### config.mk
export PLATFORM = sky130hd
export DESIGN_NAME = spi_irq_agg
export DESIGN_NICKNAME = d
export VERILOG_FILES = /design/src/rtl/spi_irq_agg_pkg.sv /design/src/rtl/spi_irq_agg_regif.sv /design/src/rtl/spi_irq_agg_status.sv /design/src/rtl/spi_irq_agg_line.sv /design/src/rtl/spi_irq_agg.sv
export SDC_FILE = /design/constraint.sdc
export NUM_CORES = 1
export LEC_CHECK = 0
export ABC_CLOCK_PERIOD_IN_PS = 2390
export BUFFER_PORTS_ARGS = -buffer_cell sky130_fd_sc_hd__clkbuf_2
export CAP_MARGIN = 20
export CORE_UTILIZATION = 42
export CTS_BUF_LIST = sky130_fd_sc_hd__clkbuf_8
export DETAILED_ROUTE_END_ITERATION = 7
export PLACE_DENSITY = 0.81
export SETUP_SLACK_MARGIN = 0.4
export SLEW_MARGIN = 5
export SYNTH_ARGS = -nofsm -noshare
export SYNTH_HDL_FRONTEND = slang
export SYNTH_SLANG_ARGS = --single-unit
export TNS_END_PERCENT = 50
### constraint.sdc
create_clock -name clk -period 2.39 [get_ports clk]
set_clock_uncertainty 0.05 [all_clocks]
set_input_delay 0.239 -clock clk [delete_from_list [all_inputs] [get_ports clk]]
set_output_delay 0.239 -clock clk [all_outputs]
set_load 0.03 [all_outputs]
### src/rtl/spi_irq_agg_pkg.sv
// Package: shared constants and types for the SPI interrupt aggregator.
// Assumes a 32-bit register port; bit positions are software visible.
package spi_irq_agg_pkg;

    localparam int DATA_W = 32;

    // Status / enable source bit positions (decoded by software)
    localparam int BIT_TX_EMPTY = 2;
    localparam int BIT_TX_UND   = 3;
    localparam int BIT_RX_FULL  = 4;
    localparam int BIT_RX_OVR   = 5;
    localparam int BIT_TX_HALF  = 6;
    localparam int BIT_RX_HAS   = 8;

    // Master enable bit inside its register
    localparam int GIE_BIT = DATA_W - 1;

    // Byte offsets of the registers
    localparam int OFS_GIE  = 'h1C;
    localparam int OFS_STAT = 'h20;
    localparam int OFS_ENA  = 'h28;

    localparam logic [DATA_W-1:0] SRC_MASK =
        (DATA_W'(1) << BIT_TX_EMPTY) | (DATA_W'(1) << BIT_TX_UND)  |
        (DATA_W'(1) << BIT_RX_FULL)  | (DATA_W'(1) << BIT_RX_OVR)  |
        (DATA_W'(1) << BIT_TX_HALF)  | (DATA_W'(1) << BIT_RX_HAS);

    typedef enum logic [1:0] {
        SEL_NONE,
        SEL_GIE,
        SEL_STAT,
        SEL_ENA
    } reg_sel_e;

    typedef struct packed {
        logic rx_ovr;
        logic tx_und;
        logic tx_half;
        logic rx_filled;
        logic drain;
    } evt_s;

endpackage

### src/rtl/spi_irq_agg_regif.sv
// Module: register port decode, enable and master-enable storage, read mux.
// Assumes word-aligned accesses; misaligned or unknown addresses hit nothing.
// Read data is registered and shows the value from before the access.
module spi_irq_agg_regif
    import spi_irq_agg_pkg::*;
#(
    parameter int ADDR_W = 8
) (
    input  logic              clk,
    input  logic              rst_n,
    input  logic              reg_wr,
    input  logic              reg_rd,
    input  logic [ADDR_W-1:0] reg_addr,
    input  logic [DATA_W-1:0] reg_wdata,
    input  logic [DATA_W-1:0] status_q,
    output logic              access,
    output logic              st_wr,
    output logic [DATA_W-1:0] en_q,
    output logic [DATA_W-1:0] en_nxt,
    output logic              gie_q,
    output logic              gie_nxt,
    output logic [DATA_W-1:0] reg_rdata
);

    reg_sel_e          sel;
    logic [DATA_W-1:0] rd_mux;

    // Address decode into a register select
    always_comb begin
        sel = SEL_NONE;
        if (reg_addr == ADDR_W'(OFS_GIE))       sel = SEL_GIE;
        else if (reg_addr == ADDR_W'(OFS_STAT)) sel = SEL_STAT;
        else if (reg_addr == ADDR_W'(OFS_ENA))  sel = SEL_ENA;
    end

    assign access = reg_wr | reg_rd;
    assign st_wr  = reg_wr && (sel == SEL_STAT);

    // Next values of the enable and master-enable registers
    always_comb begin
        en_nxt  = en_q;
        gie_nxt = gie_q;
        if (reg_wr && sel == SEL_ENA) en_nxt  = reg_wdata & SRC_MASK;
        if (reg_wr && sel == SEL_GIE) gie_nxt = reg_wdata[GIE_BIT];
    end

    // Enable and master-enable storage
    always_ff @(posedge clk) begin
        if (!rst_n) begin
            en_q  <= '0;
            gie_q <= 1'b0;
        end else begin
            en_q  <= en_nxt;
            gie_q <= gie_nxt;
        end
    end

    // Read multiplexer over the current register values
    always_comb begin
        rd_mux = '0;
        case (sel)
            SEL_GIE:  rd_mux[GIE_BIT] = gie_q;
            SEL_STAT: rd_mux = status_q;
            SEL_ENA:  rd_mux = en_q;
            default:  rd_mux = '0;
        endcase
    end

    // Registered read data, updated only on a read
    always_ff @(posedge clk) begin
        if (!rst_n)      reg_rdata <= '0;
        else if (reg_rd) reg_rdata <= rd_mux;
    end

    AST_RD_ENA: assert property (@(posedge clk) disable iff (!rst_n)
        (reg_rd && sel == SEL_ENA) |=> (reg_rdata == $past(en_q)));
    AST_GIE_HOLD: assert property (@(posedge clk) disable iff (!rst_n)
        !(reg_wr && sel == SEL_GIE) |=> $stable(gie_q));

endmodule

### src/rtl/spi_irq_agg_status.sv
// Module: sticky status register with toggle-on-write.
// Assumes event pulses are one cycle long and synchronous to clk.
// Sets from events and sampled levels win over a toggle in the same cycle.
module spi_irq_agg_status
    import spi_irq_agg_pkg::*;
(
    input  logic              clk,
    input  logic              rst_n,
    input  logic              access,
    input  logic              st_wr,
    input  logic [DATA_W-1:0] wdata,
    input  logic              lvl_rx_has,
    input  logic              lvl_rx_full,
    input  evt_s              evt,
    output logic [DATA_W-1:0] status_q,
    output logic [DATA_W-1:0] status_nxt
);

    logic [DATA_W-1:0] set_vec;

    // Collect all set requests for this cycle
    always_comb begin
        set_vec = '0;
        set_vec[BIT_RX_OVR]   = evt.rx_ovr;
        set_vec[BIT_TX_UND]   = evt.tx_und;
        set_vec[BIT_TX_HALF]  = evt.tx_half;
        set_vec[BIT_RX_FULL]  = evt.rx_filled | (access & lvl_rx_full);
        set_vec[BIT_TX_EMPTY] = evt.drain;
        set_vec[BIT_RX_HAS]   = evt.drain | (access & lvl_rx_has);
    end

    // Per-bit next state: implemented bits toggle or set, others tie low
    for (genvar i = 0; i < DATA_W; i++) begin : g_bit
        if (SRC_MASK[i]) begin : g_live
            assign status_nxt[i] = set_vec[i] |
                (st_wr ? (status_q[i] ^ wdata[i]) : status_q[i]);
        end else begin : g_tied
            assign status_nxt[i] = 1'b0;
        end
    end

    // Status register storage
    always_ff @(posedge clk) begin
        if (!rst_n) status_q <= '0;
        else        status_q <= status_nxt;
    end

    AST_SET_WINS: assert property (@(posedge clk) disable iff (!rst_n)
        (set_vec != '0) |=> ((status_q & $past(set_vec)) == $past(set_vec)));
    AST_STICKY: assert property (@(posedge clk) disable iff (!rst_n)
        !st_wr |=> ((status_q & $past(status_q)) == $past(status_q)));
    AST_TOGGLE: assert property (@(posedge clk) disable iff (!rst_n)
        (st_wr && set_vec == '0) |=>
        (status_q == ($past(status_q) ^ ($past(wdata) & SRC_MASK))));
    AST_LEVEL: assert property (@(posedge clk) disable iff (!rst_n)
        (access && lvl_rx_has) |=> status_q[BIT_RX_HAS]);

endmodule

### src/rtl/spi_irq_agg_line.sv
// Module: registered interrupt line generation.
// Assumes the next-state register values are presented, so the line
// updates at the same edge as the registers it depends on.
module spi_irq_agg_line
    import spi_irq_agg_pkg::*;
(
    input  logic              clk,
    input  logic              rst_n,
    input  logic [DATA_W-1:0] status_nxt,
    input  logic [DATA_W-1:0] en_nxt,
    input  logic              gie_nxt,
    input  logic [DATA_W-1:0] status_q,
    input  logic [DATA_W-1:0] en_q,
    input  logic              gie_q,
    output logic              irq
);

    // Interrupt flop: masked, enabled pending sources
    always_ff @(posedge clk) begin
        if (!rst_n) irq <= 1'b0;
        else        irq <= gie_nxt & (|(status_nxt & en_nxt));
    end

    AST_IRQ_MATCH: assert property (@(posedge clk) disable iff (!rst_n)
        irq == (gie_q && ((status_q & en_q) != '0)));
    AST_GIE_GATE: assert property (@(posedge clk) disable iff (!rst_n)
        !gie_q |-> !irq);

endmodule

### src/rtl/spi_irq_agg.sv
// Module: top of the SPI master interrupt aggregator.
// Assumes all inputs are synchronous to clk; reset is synchronous, active low.
module spi_irq_agg
    import spi_irq_agg_pkg::*;
#(
    parameter int ADDR_W = 8
) (
    input  logic              clk,
    input  logic              rst_n,
    input  logic              reg_wr,
    input  logic              reg_rd,
    input  logic [ADDR_W-1:0] reg_addr,
    input  logic [31:0]       reg_wdata,
    output logic [31:0]       reg_rdata,
    input  logic              fifo_rx_has_data,
    input  logic              fifo_rx_at_limit,
    input  logic              evt_rx_overrun,
    input  logic              evt_tx_underrun,
    input  logic              evt_tx_half_empty,
    input  logic              evt_rx_filled,
    input  logic              evt_drain_done,
    output logic              irq
);

    logic              access;
    logic              st_wr;
    logic [DATA_W-1:0] en_q;
    logic [DATA_W-1:0] en_nxt;
    logic              gie_q;
    logic              gie_nxt;
    logic [DATA_W-1:0] status_q;
    logic [DATA_W-1:0] status_nxt;
    evt_s              evt;

    // Bundle the event pulses
    always_comb begin
        evt.rx_ovr    = evt_rx_overrun;
        evt.tx_und    = evt_tx_underrun;
        evt.tx_half   = evt_tx_half_empty;
        evt.rx_filled = evt_rx_filled;
        evt.drain     = evt_drain_done;
    end

    spi_irq_agg_regif #(.ADDR_W(ADDR_W)) u_regif (
        .clk       (clk),
        .rst_n     (rst_n),
        .reg_wr    (reg_wr),
        .reg_rd    (reg_rd),
        .reg_addr  (reg_addr),
        .reg_wdata (reg_wdata),
        .status_q  (status_q),
        .access    (access),
        .st_wr     (st_wr),
        .en_q      (en_q),
        .en_nxt    (en_nxt),
        .gie_q     (gie_q),
        .gie_nxt   (gie_nxt),
        .reg_rdata (reg_rdata)
    );

    spi_irq_agg_status u_status (
        .clk         (clk),
        .rst_n       (rst_n),
        .access      (access),
        .st_wr       (st_wr),
        .wdata       (reg_wdata),
        .lvl_rx_has  (fifo_rx_has_data),
        .lvl_rx_full (fifo_rx_at_limit),
        .evt         (evt),
        .status_q    (status_q),
        .status_nxt  (status_nxt)
    );

    spi_irq_agg_line u_line (
        .clk        (clk),
        .rst_n      (rst_n),
        .status_nxt (status_nxt),
        .en_nxt     (en_nxt),
        .gie_nxt    (gie_nxt),
        .status_q   (status_q),
        .en_q       (en_q),
        .gie_q      (gie_q),
        .irq        (irq)
    );

endmodule

==> flow_metrics.env <==
export IMPL_p_per_area_nw_per_um2=538
export IMPL_grt_max_degree=18
export IMPL_rsz0062_at_grt="false"
export IMPL_clock_fmax_mhz=520
export IMPL_place_hpwl_mm=1.88
export IMPL_start_kind="input pin"
export IMPL_layout_common_cells="clkbuf_2 (33), conb_1 (25), dfxtp_1 (21), nor2_1 (15)"
export IMPL_synth_top_cell_area_share=0.349
export IMPL_worstSetupEndpointType="flip-flop"
export IMPL_die_area_um2=3090
export IMPL_layout_drive_gt1_share=0.310
export IMPL_grt_pass1_wl_mm=3.91
export IMPL_holdCritPathClass="input pin to flip-flop"
export IMPL_die_w_um=55.6
export IMPL_coreArea_um2=2730
export IMPL_dieHeight_um=55.6
export IMPL_ant_nets=0
export IMPL_grt_usage=0.164
export IMPL_leakage_nw=0.641
export IMPL_first_pass_iters=4
export IMPL_routed_wl_mm=2.45
export IMPL_postSynth_asyncResetShare=0
export IMPL_synth_yosys_seq_area_share=0.349
export IMPL_netlist_area_um2=1210
export IMPL_area_delta_synth_final_pct=14.5
export IMPL_n_antenna_cell=0
export IMPL_synth_compound_area_frac=0.158
export IMPL_synthDistinctLibCells=39
export IMPL_antenna_found_initial=0
export IMPL_synth_top_area_cell="dfxtp_1"
export IMPL_final_hold_violation_count=0
export IMPL_cts_tree="yes"
export IMPL_htreeDepth=1
export IMPL_holdBufCountCts=0
export IMPL_post_synth_and_or_nand_nor_area_fraction=0.228
export IMPL_slowest_delay_ps=620
export IMPL_status="finished clean"
export IMPL_crit_chain="clkbuf_2 -> or4_4 -> o31a_1 -> a2111oi_2 -> o32a_1 -> a311oi_2"
export IMPL_synthAdderAreaFrac=0
export IMPL_fin_crit_ps=1920
export IMPL_fin_nets=223
export IMPL_avgSynthCellArea_um2=8.93
export IMPL_critPathTopFamily="compound AO/OA/AOI/OAI gates"
export IMPL_ioPinCount=84
export IMPL_cts_buffers=3
export IMPL_path_buf_inv=1
export IMPL_tns_ps=0
export IMPL_drc=0
export IMPL_portBuffers=33
export IMPL_synth_top_family_by_area="simple AND/OR/NAND/NOR gates"
export IMPL_synth_warnings=0
export IMPL_start_util=0.441
export IMPL_synthCells=135
export IMPL_insertion_delay_ps=260
export IMPL_synth_ff_type="dfxtp_1"
export IMPL_synthXorXnorAreaFrac=0
export IMPL_grt_pass1_vias=914
export IMPL_rows=19
export IMPL_timing_final_crit_share=0.805
export IMPL_crit_fanout=9
export IMPL_viasPerCell=5.05
export IMPL_vias=1021
export IMPL_setup_viol=0
export IMPL_synth_edf_count=0
export IMPL_clk_pin_slew_worst_paths_ps=70
export IMPL_clk_path_buf_depth=2
export IMPL_irDropWorstVdd_mv=0.383
export IMPL_cts_sinks=21
export IMPL_place_congestion=0.730
export IMPL_ctsRootBufferMaster="clkbuf_8"
export IMPL_final_common_cell="clkbuf_2"
export IMPL_drt_wirelength_per_cell_um=12.1
export IMPL_slowest_stage="or4_4"
export IMPL_slew_viol_final=0
export IMPL_drv_cap=0
export IMPL_power_mw=0.743
export IMPL_overflow=0
export IMPL_arrival_ps=2010
export IMPL_critPathKind="input pin to flip-flop"
export IMPL_synthMuxAreaShare=0.0695
export IMPL_crit_required_ps=2470
export IMPL_synthTopCellsByArea="dfxtp_1 (35%), buf_4 (16%), nor2_1 (4.7%), mux2i_1 (4.1%), a211oi_1 (3.7%)"
export IMPL_drt_iter0_drc=31
export IMPL_ys_ff_latch=21
==> layer usage <==
metal  vias to the layer above  GRT usage  part of all wire
met5                         -          0                 0
met4                         0     0.0750             0.014
met3                         4     0.0279             0.040
met2                        29      0.287              0.50
met1                       478      0.196              0.45
li1                        510          -                 -
==> sequential cells by signal, summed over array words and instances, names as in the netlist <==
register,count
u_line.irq,1
u_regif.en_q,6
u_regif.gie_q,1
u_regif.reg_rdata,7
u_status.status_q,6
==> power by group <==
part	switching [mW]	internal, mW	total (mW)
Sequential	0.00812	0.362	0.370
Combinational	0.103	0.0411	0.144
Clock	0.115	0.115	0.229
==> cells by family after synthesis <==
kind of cell,count (synthesis)
multiplexers,8
flip-flops,21
AND/OR/NAND/NOR,48
AO/OA/AOI/OAI,23
buffers and inverters,34
other,1
==> worst min-delay path, cell delays in order <==
cell and delay (ps):
clkbuf_2 80, nor3b_1 50, nor2_1 70
==> Yosys cell counts (all sizes together), types with 2 or more instances <==
master and n:
a211oi 6, a21oi 2, a22oi 6, a311oi 2
and2 3, and3 2, buf 27, clkbuf 4
dfxtp 21, inv 2, mux2 3, mux2i 5
nand2 4, nand3 2, nand4 2, nor2 16
nor2b 2, nor3 2, nor3b 2, nor4 5
o31ai 2, or3b 2
==> repair_timing <==
| action | CTS | global route |
|---|---|---|
| setup buffers | 0 | 1 |
| gates resized for setup | 0 | 1 |
| hold endpoints to repair | 0 | 0 |
| setup endpoints to repair | 0 | 1 |
==> path summary, 6_finish.rpt <==
path / cells after the start / slack, ps / start / endpoint
max: 6 / 470 / reg_addr[7] / u_line.irq$_SDFF_PN0_
min: 3 / 160 / evt_rx_overrun / u_status.status_q[5]$_SDFF_PN0_
max reg2reg: 3 / 1000 / u_status.status_q[8]$_SDFF_PN0_ / u_line.irq$_SDFF_PN0_
min reg2reg: 2 / 420 / u_regif.reg_rdata[31]$_SDFFE_PN0P_ / u_regif.reg_rdata[31]$_SDFFE_PN0P_
==> layout make-up <==
cell class                 count  area (µm²)
timing repair buffer          39         210
tap                           31        38.8
clock buffer                   3        41.3
fill                         254        1350
inverter                       3        11.3
clock inverter                 1        3.75
multi-input combinational    104         656
sequential                    21         420
==> through the flow <==
stage	cell area (µm²)	hold slack, ps	std cells	util	setup WS [ps]
after floorplan	1310	310	159	-	402
after global placement	1330	407	197	0.485	139
after detailed placement	1330	416	197	0.485	137
after CTS	1370	161	201	0.501	402
after global routing	1380	176	202	0.505	408
final	1380	156	202	0.505	467
(Power assumes the default switching activity.)
